==> config.mk <==
export PLATFORM = sky130hd
export DESIGN_NAME = hilo_mul_unit
export DESIGN_NICKNAME = d
export VERILOG_FILES = /design/src/rtl/prodreg_pkg.sv /design/src/rtl/operand_cond.sv /design/src/rtl/shift_add_core.sv /design/src/rtl/result_cond.sv /design/src/rtl/hilo_mul_unit.sv
export SDC_FILE = /design/constraint.sdc
export NUM_CORES = 1
export LEC_CHECK = 0
export CAP_MARGIN = 15
export CORE_MARGIN = 5
export CORE_UTILIZATION = 60
export DETAILED_ROUTE_END_ITERATION = 16
export GPL_ROUTABILITY_DRIVEN = 0
export PLACE_DENSITY = 0.85
export REMOVE_ABC_BUFFERS = 1
export SLEW_MARGIN = 20
export SYNTH_ARGS = -nofsm -noshare
export SYNTH_HDL_FRONTEND = slang
export SYNTH_SLANG_ARGS = --single-unit
export TNS_END_PERCENT = 10
==> constraint.sdc <==
create_clock -name clk -period 4.4 [get_ports clk]
set_input_delay 0.66 -clock clk [delete_from_list [all_inputs] [get_ports clk]]
set_output_delay 0.66 -clock clk [all_outputs]
set_load 0.02 [all_outputs]
==> src/rtl/prodreg_pkg.sv <==
package prodreg_pkg;
    typedef enum logic [2:0] {
        OP_NONE  = 3'd0,
        OP_MULS  = 3'd1,
        OP_MULU  = 3'd2,
        OP_RDHI  = 3'd3,
        OP_RDLO  = 3'd4,
        OP_MULLO = 3'd5,
        OP_RSV6  = 3'd6,
        OP_RSV7  = 3'd7
    } op_e;

    typedef enum logic [1:0] {
        S_IDLE = 2'd0,
        S_RUN  = 2'd1,
        S_FIX  = 2'd2
    } state_e;
endpackage

==> src/rtl/operand_cond.sv <==
module operand_cond #(
    parameter int W = 32
) (
    input  logic [W-1:0] a,
    input  logic [W-1:0] b,
    input  logic         is_signed,
    output logic [W-1:0] a_mag,
    output logic [W-1:0] b_mag,
    output logic         negate
);
    logic [W-1:0] src [2];
    logic [W-1:0] mag [2];

    assign src[0] = a;
    assign src[1] = b;

    for (genvar i = 0; i < 2; i++) begin : g_mag
        always_comb begin
            if (is_signed && src[i][W-1]) mag[i] = W'(~src[i] + 1'b1);
            else                          mag[i] = src[i];
        end
    end

    assign a_mag  = mag[0];
    assign b_mag  = mag[1];
    assign negate = is_signed && (a[W-1] ^ b[W-1]);
endmodule

==> src/rtl/shift_add_core.sv <==
module shift_add_core #(
    parameter int W = 32
) (
    input  logic           clk,
    input  logic           rst_n,
    input  logic           start,
    input  logic [W-1:0]   mcand,
    input  logic [W-1:0]   mplier,
    output logic           busy,
    output logic           done,
    output logic [2*W-1:0] product
);
    localparam int CW = $clog2(W) + 1;

    logic [2*W-1:0] acc_q;
    logic [W-1:0]   mcand_q;
    logic [CW-1:0]  cnt_q;
    logic           run_q;
    logic           done_q;
    logic [W:0]     sum;
    logic [2*W-1:0] step;

    always_comb begin
        sum  = {1'b0, acc_q[2*W-1:W]} + (acc_q[0] ? {1'b0, mcand_q} : {(W+1){1'b0}});
        step = {sum, acc_q[W-1:1]};
    end

    always_ff @(posedge clk) begin
        if (!rst_n) begin
            acc_q   <= '0;
            mcand_q <= '0;
            cnt_q   <= '0;
            run_q   <= 1'b0;
            done_q  <= 1'b0;
        end else begin
            done_q <= 1'b0;
            if (start) begin
                acc_q   <= {{W{1'b0}}, mplier};
                mcand_q <= mcand;
                cnt_q   <= '0;
                run_q   <= 1'b1;
            end else if (run_q) begin
                acc_q <= step;
                cnt_q <= cnt_q + 1'b1;
                if (cnt_q == CW'(W - 1)) begin
                    run_q  <= 1'b0;
                    done_q <= 1'b1;
                end
            end
        end
    end

    assign busy    = run_q;
    assign done    = done_q;
    assign product = acc_q;

    // step counter never passes the operand width
    p_cnt_bound_r8: assert property (@(posedge clk) disable iff (!rst_n)
        run_q |-> (cnt_q < CW'(W)));
    // completion is a single-cycle pulse
    p_done_pulse_r8: assert property (@(posedge clk) disable iff (!rst_n)
        done_q |=> !done_q);
    // a new start never lands on a running engine
    p_start_idle_r8: assert property (@(posedge clk) disable iff (!rst_n)
        start |-> !run_q);
endmodule

==> src/rtl/result_cond.sv <==
module result_cond #(
    parameter int W = 32
) (
    input  logic [2*W-1:0] raw,
    input  logic           negate,
    input  logic           is_signed,
    output logic [W-1:0]   hi,
    output logic [W-1:0]   lo,
    output logic           ovf
);
    logic [2*W-1:0] fixed;

    always_comb begin
        fixed = negate ? (2*W)'(~raw + 1'b1) : raw;
        hi    = fixed[2*W-1:W];
        lo    = fixed[W-1:0];
        if (is_signed) ovf = (hi != {W{lo[W-1]}});
        else           ovf = (hi != '0);
    end
endmodule

==> src/rtl/hilo_mul_unit.sv <==
module hilo_mul_unit
    import prodreg_pkg::*;
#(
    parameter int W = 32
) (
    input  logic         clk,
    input  logic         rst_n,
    input  logic         cmd_valid,
    input  logic [2:0]   cmd_op,
    input  logic [W-1:0] src_a,
    input  logic [W-1:0] src_b,
    output logic         cmd_ready,
    output logic         busy,
    output logic         rd_valid,
    output logic [W-1:0] rd_data,
    output logic         ovf
);
    op_e            op;
    state_e         state_q, state_d;
    logic           accept, is_mul, is_rd, mul_go, rd_go, op_signed;
    logic [W-1:0]   a_mag, b_mag;
    logic           neg_in;
    logic           core_busy, core_done;
    logic [2*W-1:0] core_prod;
    logic [2*W-1:0] raw_q;
    logic           sgn_q, low_q, neg_q;
    logic [W-1:0]   hi_q, lo_q, fix_hi, fix_lo;
    logic           ovf_q, fix_ovf;
    logic           rd_valid_q;
    logic [W-1:0]   rd_data_q;

    assign op        = op_e'(cmd_op);
    assign cmd_ready = (state_q == S_IDLE);
    assign accept    = cmd_valid && cmd_ready;
    assign is_mul    = (op == OP_MULS) || (op == OP_MULU) || (op == OP_MULLO);
    assign is_rd     = (op == OP_RDHI) || (op == OP_RDLO);
    assign mul_go    = accept && is_mul;
    assign rd_go     = accept && is_rd;
    assign op_signed = (op != OP_MULU);

    operand_cond #(.W(W)) u_opc (
        .a         (src_a),
        .b         (src_b),
        .is_signed (op_signed),
        .a_mag     (a_mag),
        .b_mag     (b_mag),
        .negate    (neg_in)
    );

    shift_add_core #(.W(W)) u_core (
        .clk     (clk),
        .rst_n   (rst_n),
        .start   (mul_go),
        .mcand   (a_mag),
        .mplier  (b_mag),
        .busy    (core_busy),
        .done    (core_done),
        .product (core_prod)
    );

    result_cond #(.W(W)) u_res (
        .raw       (raw_q),
        .negate    (neg_q),
        .is_signed (sgn_q),
        .hi        (fix_hi),
        .lo        (fix_lo),
        .ovf       (fix_ovf)
    );

    // state register
    always_ff @(posedge clk) begin
        if (!rst_n) state_q <= S_IDLE;
        else        state_q <= state_d;
    end

    // next state
    always_comb begin
        state_d = state_q;
        unique case (state_q)
            S_IDLE:  if (mul_go)    state_d = S_RUN;
            S_RUN:   if (core_done) state_d = S_FIX;
            S_FIX:                  state_d = S_IDLE;
            default:                state_d = S_IDLE;
        endcase
    end

    // outputs and architectural registers
    always_ff @(posedge clk) begin
        if (!rst_n) begin
            raw_q      <= '0;
            sgn_q      <= 1'b0;
            low_q      <= 1'b0;
            neg_q      <= 1'b0;
            hi_q       <= '0;
            lo_q       <= '0;
            ovf_q      <= 1'b0;
            rd_valid_q <= 1'b0;
            rd_data_q  <= '0;
        end else begin
            rd_valid_q <= 1'b0;
            unique case (state_q)
                S_IDLE: begin
                    if (mul_go) begin
                        sgn_q <= op_signed;
                        low_q <= (op == OP_MULLO);
                        neg_q <= neg_in;
                    end
                    if (rd_go) begin
                        rd_valid_q <= 1'b1;
                        rd_data_q  <= (op == OP_RDHI) ? hi_q : lo_q;
                    end
                end
                S_RUN: begin
                    if (core_done) raw_q <= core_prod;
                end
                S_FIX: begin
                    hi_q  <= fix_hi;
                    lo_q  <= fix_lo;
                    ovf_q <= fix_ovf;
                    if (low_q) begin
                        rd_valid_q <= 1'b1;
                        rd_data_q  <= fix_lo;
                    end
                end
                default: ;
            endcase
        end
    end

    assign busy     = (state_q != S_IDLE);
    assign rd_valid = rd_valid_q;
    assign rd_data  = rd_data_q;
    assign ovf      = ovf_q;

    p_read_hi_r4: assert property (@(posedge clk) disable iff (!rst_n)
        (rd_go && op == OP_RDHI) |=> (rd_valid && rd_data == $past(hi_q)));
    p_read_lo_r4: assert property (@(posedge clk) disable iff (!rst_n)
        (rd_go && op == OP_RDLO) |=> (rd_valid && rd_data == $past(lo_q)));
    p_hold_r9: assert property (@(posedge clk) disable iff (!rst_n)
        (state_q != S_FIX) |=> ({hi_q, lo_q, ovf_q} == $past({hi_q, lo_q, ovf_q})));
    p_ovf_unsigned_r6: assert property (@(posedge clk) disable iff (!rst_n)
        (state_q == S_FIX && !sgn_q) |=> (ovf == (hi_q != '0)));
    p_ovf_signed_r7: assert property (@(posedge clk) disable iff (!rst_n)
        (state_q == S_FIX && sgn_q) |=> (ovf == (hi_q != {W{lo_q[W-1]}})));
    p_busy_after_mul_r8: assert property (@(posedge clk) disable iff (!rst_n)
        mul_go |=> (busy && !cmd_ready));
    p_run_has_engine_r8: assert property (@(posedge clk) disable iff (!rst_n)
        (state_q == S_RUN) |-> (core_busy || core_done));
    p_rd_source_r10: assert property (@(posedge clk) disable iff (!rst_n)
        rd_valid |-> ($past(rd_go) || $past(state_q == S_FIX && low_q)));
endmodule

# --- Word level (Yosys, flattened, before mapping) ---
# Index checks and enable logic that the tools add are counted.
word_totals:
  ff_bits: 271
  latchBits: 0
  mem_bits_rw: 0
  romBits: 0
  in_bits: 70
  output_inout_bits: 36
  word_cells: 82
  n_memories: 0
op_classes:
  add_sub_neg: 5
  mul: 0
  div: 0
  order_cmp: 0
  n_eq_ne: 14
  shifts: 0
  muxes: 21
  bitwise: 6
  n_reduce_logical: 20
ops:
  columns: ["op", "n"]
  rows:
  - ["32-bit two-way mux", 8]
  - ["32-bit by 1-bit adder with 32-bit output, second input constant", 2]
  - ["64-bit by 1-bit adder with 64-bit output, second input constant", 1]
  - ["64-bit two-way mux", 1]
  - ["32-bit NOT", 2]
  - ["64-bit NOT", 1]
  - ["32-bit case mux with 2 select lines", 1]
  - ["32-bit by 32-bit adder with 33-bit output", 1]
  - ["32-bit != test", 1]
  - ["32-bit nonzero test", 1]
  - ["1-bit two-way mux", 7]
  - ["6-bit by 1-bit adder with 6-bit output, second input constant", 1]
  - ["3-bit by 2-bit equality test with 1-bit output, second input constant", 2]
  - ["3-bit equality test, second input constant", 2]
  - ["6-bit by 5-bit equality test with 1-bit output, second input constant", 1]
  - ["1-bit logical AND", 6]
  - ["2-bit by 1-bit != test with 1-bit output, second input constant", 3]
  - ["2-bit AND reduction", 3]
  - ["2-bit nonzero test", 3]
  - ["2-bit two-way mux", 2]
  - ["2-bit case mux with 2 select lines", 1]
  - ["3-bit by 1-bit equality test with 1-bit output, second input constant", 1]
  - ["1-bit logical OR", 3]
  - ["3-bit by 2-bit != test with 1-bit output, second input constant", 1]
  - ["10 further kinds", 11]

# --- Longest topological paths before layout ---
# Gate-level depths: netlist of run 1.
logic_depth:
  ltp_word: 6
  ltp_mapped: 13
  mapped_depth_nobuf: 13

# --- Hierarchy ---
# From an unflattened synthesis of run 1, not the netlist that was laid out.
hier_totals:
  cells_unflattened: 2001
  hier_area_um2: 16174.3
by_module_without_submodules:
  columns: ["mod", "instances", "cells_per_inst", "area_per_inst_um2"]
  rows:
  - ["hilo_mul_unit", 1, 780, 6516.2]
  - ["shift_add_core", 1, 710, 6003.3]
  - ["result_cond", 1, 284, 1994.4]
  - ["operand_cond", 1, 227, 1660.3]

# --- Worst setup path before layout of run 1 ---
# Ideal clock, no wire load.
synth_timing:
  path_kind: "reg2reg"
  start: "reg raw_q[39]"
  end: "reg ovf_q, in the netlist ovf"
  setup_time_ns: 0.127
  arrival_ns: 3.425
  setup_slack_ns: 0.848
  stages_incl_launch_ff: 12
  n_path_buf: 1
  period_less_slack_ns: 3.552
  path_cell_list: "dfxtp_1 -> or4_4 -> or3_1 -> clkbuf_1 -> or4_4 -> or4_4 -> o31ai_1 -> xor2_1 -> a222oi_1 -> o2111ai_1 -> a2111oi_2 -> nor3_1"
synth_between:
  elab_chain_cells: 5
  elab_cells_between_ends: 6
  classes_between: "add/sub (1); eq/ne (1); mux (2); bitwise (1); reduce/logical (1)"
synth_lines:
  columns: ["element", "line", "text"]
  rows:
  - ["start, declared", "hilo_mul_unit.sv:25", "logic [2*W-1:0] raw_q;"]
  - ["start signal, assigned", "hilo_mul_unit.sv:114", "if (core_done) raw_q <= core_prod;"]
  - ["64-bit NOT", "result_cond.sv:14", "fixed = negate ? (2*W)'(~raw + 1'b1) : raw;"]
  - ["64-bit by 1-bit adder with 64-bit output", "result_cond.sv:14", null]
  - ["64-bit two-way mux (*)", "result_cond.sv:14", null]
  - ["32-bit != test or 32-bit nonzero test (tied branches)", "result_cond.sv:17, result_cond.sv:18", null]
  - ["1-bit two-way mux (*)", "result_cond.sv:17", "if (is_signed) ovf = (hi != {W{lo[W-1]}});"]
  - ["end signal, assigned", "hilo_mul_unit.sv:119", "ovf_q <= fix_ovf;"]
  - ["end, declared", "hilo_mul_unit.sv:28", "logic ovf_q, fix_ovf;"]
# Every way passes the cells marked *; elsewhere a longest branch is shown, timed or not.
# A chain may end at the register's enable or synchronous reset.

# --- Worst setup path in the final report of run 1 ---
layout_timing:
  start: "reg raw_q[8]"
  end: "reg ovf_q, in the netlist ovf"
layout_between:
  elab_chain_cells: 5
  elab_cells_between_ends: 6
  classes_between: "add/sub (1); eq/ne (1); mux (2); bitwise (1); reduce/logical (1)"
layout_lines:
  columns: ["element", "line"]
  rows:
  - ["64-bit NOT (*)", "result_cond.sv:14"]
  - ["64-bit by 1-bit adder with 64-bit output (*)", "result_cond.sv:14"]
  - ["64-bit two-way mux (*)", "result_cond.sv:14"]
  - ["32-bit != test or 32-bit nonzero test (tied branches)", "result_cond.sv:17, result_cond.sv:18"]
  - ["1-bit two-way mux (*)", "result_cond.sv:17"]
# Marked as above.

==> impl_metrics.yaml, run 1 <==
timing:
  slew_viol_final: 0
  max_freq_mhz: 246.2
  relSlewSlack: 0.4190
  rsz0062_at_grt: "false"
  fin_skew_ns: 0.01215
  hold_slack_ns: 0.4609
  tightest_slew_ns: 0.8715
  finalSetupTns_ns: 0
  period_share: 0.9230
  setup_viol: 0
  hold_viol: 0
  fin_crit_ns: 4.061
grt:
  grt_use_total: 0.2587
  grt_first_pass_wirelength_mm: 63.05
  antenna_found_initial: 0
  grt_max_degree: 140
  overflow: 0
  grt_pass1_vias: 12880
power_and_ir_drop:
  power_density_nw_per_um2: 315.9
  p_leak_nw: 7.618
  vdd_drop_max_mv: 0.2473
worst_setup_path:
  cp-start-kind: "flip-flop"
  path_cells: "or4_1, and3b_1, nand4_1, or4_4, o31ai_1, xor2_1, a222oi_1, o2111ai_1, a2111oi_2, nor3_1"
  cp-end-kind: "flip-flop"
  reg2reg_depth: 10
  crit_type: "reg -> reg"
  slowest_stage: "or4_4"
  r2r-end: "ovf"
  cp.arrival_ns: 4.48
  max_stage_delay_ns: 0.72
  critPathMaxFanout: 13
  regToRegStartpoint: "raw_q[8]"
  regToRegSetupSlack_ns: 0.34
  worstPathRequired_ns: 4.82
worst_hold_path:
  hold_path_depth: 2
  hold_class: "reg -> reg"
  worst_hold_startpoint: "u_core.mcand_q[31]"
  min_to: "u_core.mcand_q[31]"
logic_synthesis:
  synth_area_per_cell_um2: 8.149
  netlist_area_um2: 15260
  netlist.area_leader.share: 0.3554
  yosysTopAreaCell: "dfxtp_1"
  yosysMostFrequentCell: "nand2_1"
  synth_edf_count: 0
  netlist_instances: 1873
  synth-async-reset-ratio: 0
  synth-main-ff-cell: "dfxtp_1"
  ys_seq_area_frac: 0.3554
  synth_warnings: 0
  synth-seq-cells: 271
  synth_common_cells: "nand2_1, dfxtp_1, clkbuf_1"
  synth_cell_types: 60
  synthTopCellsByArea: "dfxtp_1, nand2_1, xor2_1"
layout:
  ff_latch_area_um2: 5433
  finalInstanceArea_um2: 17500
  n_fill_cell: 1974
  drive_above_1_share: 0.04982
  syn_to_final_growth_pct: 14.67
  multiInputGateArea_um2: 9319
  diodes: 0
  final_util: 0.6971
  nNetsFinal: 2012
route:
  num_vias: 13890
  drc: 0
  dr.pass1.iters: 6
  drt_iter0_drc: 1500
  postRouteWirelength_mm: 38.83
  wire_per_inst_um: 17.21
  via_per_inst: 6.154
  ant_nets: 0
place:
  dp_hpwl_mm: 27.36
  port_buffers: 105
  placedInstanceArea_um2: 16500
floorplan:
  die-area_um2: 28730
  fp.dieW_um: 169.5
  row_count: 58
  dieHeight_um: 169.5
  ios: 106
  core_um2: 25110
  initial_core_util: 0.6079
outcome:
  outcome: "completed"
job:
  cap_viol_max_count: 0
clock_network:
  htreeDepth: 1
  clkSinkCount: 271
  post_cts_buffers: 0
  path_clk_slew_ns: 0.06
  hold_buffers: 0
  numCtsBuffers: 28
  clock_path_buffers: 3
  cts_tree: "yes"
  post_cts_resized: 0
  insertion_delay_ns: 0.54
  cts_root_buf: "clkbuf_16"
==> through the flow <==
stage / setup slack [ns] / instances / power (W)
after floorplan: -4.608 / 1748 / 0.002853
after global placement: 0.4795 / 2205 / 0.003033
after detailed placement: 0.4231 / 2205 / 0.003046
after CTS: 0.4251 / 2257 / 0.005552
after global routing: 0.01149 / 2257 / 0.005703
final: 0.3390 / 2257 / 0.005529
==> area by class of cell <==
cell class / instances / area share
inverters: 23 / 0.004932
repair buffers: 127 / 0.07170
well taps: 330 / 0.02359
clock buffers: 39 / 0.04704
clock inverters: 13 / 0.009936
flip-flops and latches: 271 / 0.3104
multi-input cells: 1454 / 0.5324
==> cells in the final DEF, fill, tap and decap left out, drive strengths merged, types with 41 or more instances in the layout <==
master and n:
nor2 89, nand2 345, xnor2 53, o21ai 86, clkdlybuf4s50 104, o211a 82, dfxtp 271, and2 41
mux2i 57, a21boi 69, a21oi 107, xor2 96
==> per-layer routing <==
layer | GRT usage | routed length, um | up-vias
li1 | - | - | 6701
met4 | 0.09100 | 1460 | 0
met2 | 0.4308 | 18120 | 498
met3 | 0.03657 | 2675 | 105
met5 | 0 | 0 | -
met1 | 0.3458 | 16580 | 6586
==> cell families (layout without fill, tap and decap cells) <==
group,after synthesis,in the layout,share of synthesized area
AO/OA/AOI/OAI,483,483,0.2244
XOR/XNOR,149,149,0.08599
adder cells (fa/ha/maj),37,37,0.03082
buffers and inverters,148,202,0.03648
flip-flops,271,271,0.3554
multiplexers,57,57,0.03738
AND/OR/NAND/NOR,728,728,0.2294
==> worst max path at each step <==
stage                                     to       start  slack [ns]  cells after the start
final                                    ovf    raw_q[8]        0.34                     10
after global routing                     ovf    raw_q[8]        0.01                     10
after CTS                                ovf    raw_q[8]        0.43                     10
after detailed placement                 ovf    raw_q[8]        0.42                     10
after global placement    u_core.product[29]    src_b[8]        0.48                      9
after floorplan                  rd_data[31]  state_q[1]       -4.61                      5
==> where the power goes <==
group | total (W) | switching (W) | leakage (nW) | internal (W)
sequential | 0.00256 | 0.0000582 | 2.19 | 0.00250
combinational | 0.000440 | 0.000230 | 4.93 | 0.000211
clock | 0.00253 | 0.000990 | 0.490 | 0.00154
==> state kept, by name, summed over array words and instances (netlist names) <==
name,count
hi_q,32
state_q,2
u_core.product,64
u_core.busy,1
rd_valid,1
rd_data,32
low_q,1
u_core.mcand_q,32
lo_q,32
raw_q,64
neg_q,1
ovf,1
sgn_q,1
u_core.done,1
u_core.cnt_q,6
==> worst max-delay path, delay by kind of cell (launching register included) <==
family	cells	cell delay, ns
simple gates	5	2.28
compound gates	4	1.13
flops	1	0.35
xor+xnor	1	0.18
No activity file was read; power rests on OpenSTA's default activity.
==> inputs of run 2 (changes only) <==
--- a/config.mk
+++ b/config.mk
@@ -7,10 +7,10 @@
 export LEC_CHECK = 0
 export CAP_MARGIN = 15
 export CORE_MARGIN = 5
-export CORE_UTILIZATION = 60
+export CORE_UTILIZATION = 40
 export DETAILED_ROUTE_END_ITERATION = 16
 export GPL_ROUTABILITY_DRIVEN = 0
-export PLACE_DENSITY = 0.85
+export PLACE_DENSITY = 0.62
 export REMOVE_ABC_BUFFERS = 1
 export SLEW_MARGIN = 20
 export SYNTH_ARGS = -nofsm -noshare
==> run 2 against run 1 <==
Compared with the run above:
- sequential power hardly changed
- sequential share of layout area is 0.48 points lower
- non-clock buffer count down 2
- via count decreased by 3.4%
- final area is 1.5% higher
- wire length up 3.7%
- clock-buffer cell count grew 7
- combinational power about the same
- clock power increased by 5%
- global-route usage fell by 7.4 points
==> impl_metrics.yaml, run 2 (synthesis gave the netlist of run 1 again) <==
route:
  drc: 0
  dr.pass1.iters: 6
  via_per_inst: 5.503
  num_vias: 13420
  ant_nets: 0
  drt_iter0_drc: 1007
  wire_per_inst_um: 16.52
  postRouteWirelength_mm: 40.29
worst_setup_path:
  cp_top_family: "simple AND/OR/NAND/NOR gates"
  cp-end-kind: "flip-flop"
  regToRegSetupSlack_ns: 0.31
  critPathMaxFanout: 8
  crit_type: "reg -> reg"
  reg2reg_depth: 10
  r2r-end: "ovf"
  crit_buf_inv: 0
  regToRegStartpoint: "raw_q[21]"
  crit_start: "raw_q[21]"
  endpoint: "ovf"
  cp.depth: 10
  cp-start-kind: "flip-flop"
  slowest_stage: "or4_1"
  max_stage_delay_ns: 0.68
  worstPathRequired_ns: 4.83
  cp.arrival_ns: 4.52
  path_cells: "or4_1, nor4_1, nand4_1, o41ai_1, xor2_1, or4_1, nor4_1, nand3_1, a2111oi_2, nor3_1"
place:
  port_buffers: 105
  placedInstanceArea_um2: 16710
  dp_hpwl_mm: 29.35
timing:
  fin_crit_ns: 4.090
  fin_skew_ns: 0.01672
  setup_viol: 0
  relSlewSlack: 0.3902
  slew_viol_final: 0
  tightest_slew_ns: 0.9128
  rsz0062_at_grt: "false"
  hold_viol: 0
  max_freq_mhz: 244.5
  period_share: 0.9297
layout:
  finalInstanceArea_um2: 17770
  diodes: 0
  drive_above_1_share: 0.04876
  layout_common_cells: "nand2_1, dfxtp_1, a21oi_1"
  nNetsFinal: 2012
  n_fill_cell: 3744
  syn_to_final_growth_pct: 16.44
  layout_commonest_cell: "nand2_1"
floorplan:
  row_count: 71
  dieHeight_um: 205.3
  die-area_um2: 42160
  fp.dieW_um: 205.3
  ios: 106
  initial_core_util: 0.4052
  core_um2: 37670
power_and_ir_drop:
  p_leak_nw: 7.637
  power_density_nw_per_um2: 317.5
  total_power_w: 0.005642
  vdd_drop_max_mv: 0.2782
clock_network:
  clock_path_buffers: 3
  insertion_delay_ns: 0.56
  hold_buffers: 0
  clkSinkCount: 271
  post_cts_buffers: 0
  post_cts_resized: 0
  cts_tree: "yes"
  numCtsBuffers: 30
  cts_root_buf: "clkbuf_16"
  path_clk_slew_ns: 0.06
  htreeDepth: 1
grt:
  grt_use_total: 0.1849
  grt_first_pass_wirelength_mm: 65.20
  grt_max_degree: 136
  grt_pass1_vias: 12420
  overflow: 0
  antenna_found_initial: 0
worst_hold_path:
  hold_class: "reg -> reg"
outcome:
  outcome: "completed"
job:
  cap_viol_max_count: 0
-- run 2: metrics by stage --
stage | util | hold slack [ns] | setup slack, ns | std cells | setup TNS [ns]
after CTS | 0.4718 | 0.4661 | 0.3961 | 2439 | 0
after floorplan | - | 0.4363 | -4.608 | 1748 | -205.74
after global routing | 0.4718 | 0.4992 | 0.1054 | 2439 | 0
after global placement | 0.4438 | 0.4513 | 0.5111 | 2384 | 0
after detailed placement | 0.4438 | 0.4579 | 0.4430 | 2384 | 0
final | 0.4718 | 0.4652 | 0.3095 | 2439 | 0
-- run 2: where the power goes --
group	switching [W]	internal, W	leakage [nW]
Clock	0.000999	0.00165	0.524
Combinational	0.000230	0.000207	4.92
Sequential	0.0000548	0.00250	2.19
-- run 2: worst min-delay path by stage --
stage / start / end / slack [ns] / depth (start not counted)
3_5_place_dp: lo_q[0] / lo_q[0] / 0.46 / 2
4_1_cts: u_core.mcand_q[31] / u_core.mcand_q[31] / 0.47 / 2
2_1_floorplan: u_core.mcand_q[31] / u_core.mcand_q[31] / 0.44 / 2
6_report: lo_q[0] / lo_q[0] / 0.47 / 2
3_3_place_gp: u_core.mcand_q[31] / u_core.mcand_q[31] / 0.45 / 2
5_1_grt: u_core.mcand_q[31] / u_core.mcand_q[31] / 0.50 / 2
-- run 2: metal layers --
metal  part of all wire  track usage  routed length (um)  vias to the layer above
met2               0.45       0.2947               18010                      305
met4              0.020      0.03971                 823                        0
li1                   -            -                   -                     6716
met3              0.046      0.02112                1870                       69
met1               0.49       0.2702               19590                     6331
met5                  0            0                   0                        -
-- run 2: final cells by class --
type | instances | area, um^2 | area share
clock buffers | 46 | 912.1 | 0.05132
clock inverters | 9 | 145.1 | 0.008167
inverters | 23 | 86.33 | 0.004858
multi-input cells | 1454 | 9319 | 0.5244
flip-flops and latches | 271 | 5430 | 0.3055
well taps | 511 | 639.4 | 0.03598
repair buffers | 125 | 1240 | 0.06977
-- run 2: worst register-to-register path, delay by kind of cell (launching register included) --
family / cells / cell delay (ns)
simple gates: 7 / 2.69
flops: 1 / 0.36
xor+xnor: 1 / 0.22
compound gates: 2 / 0.69
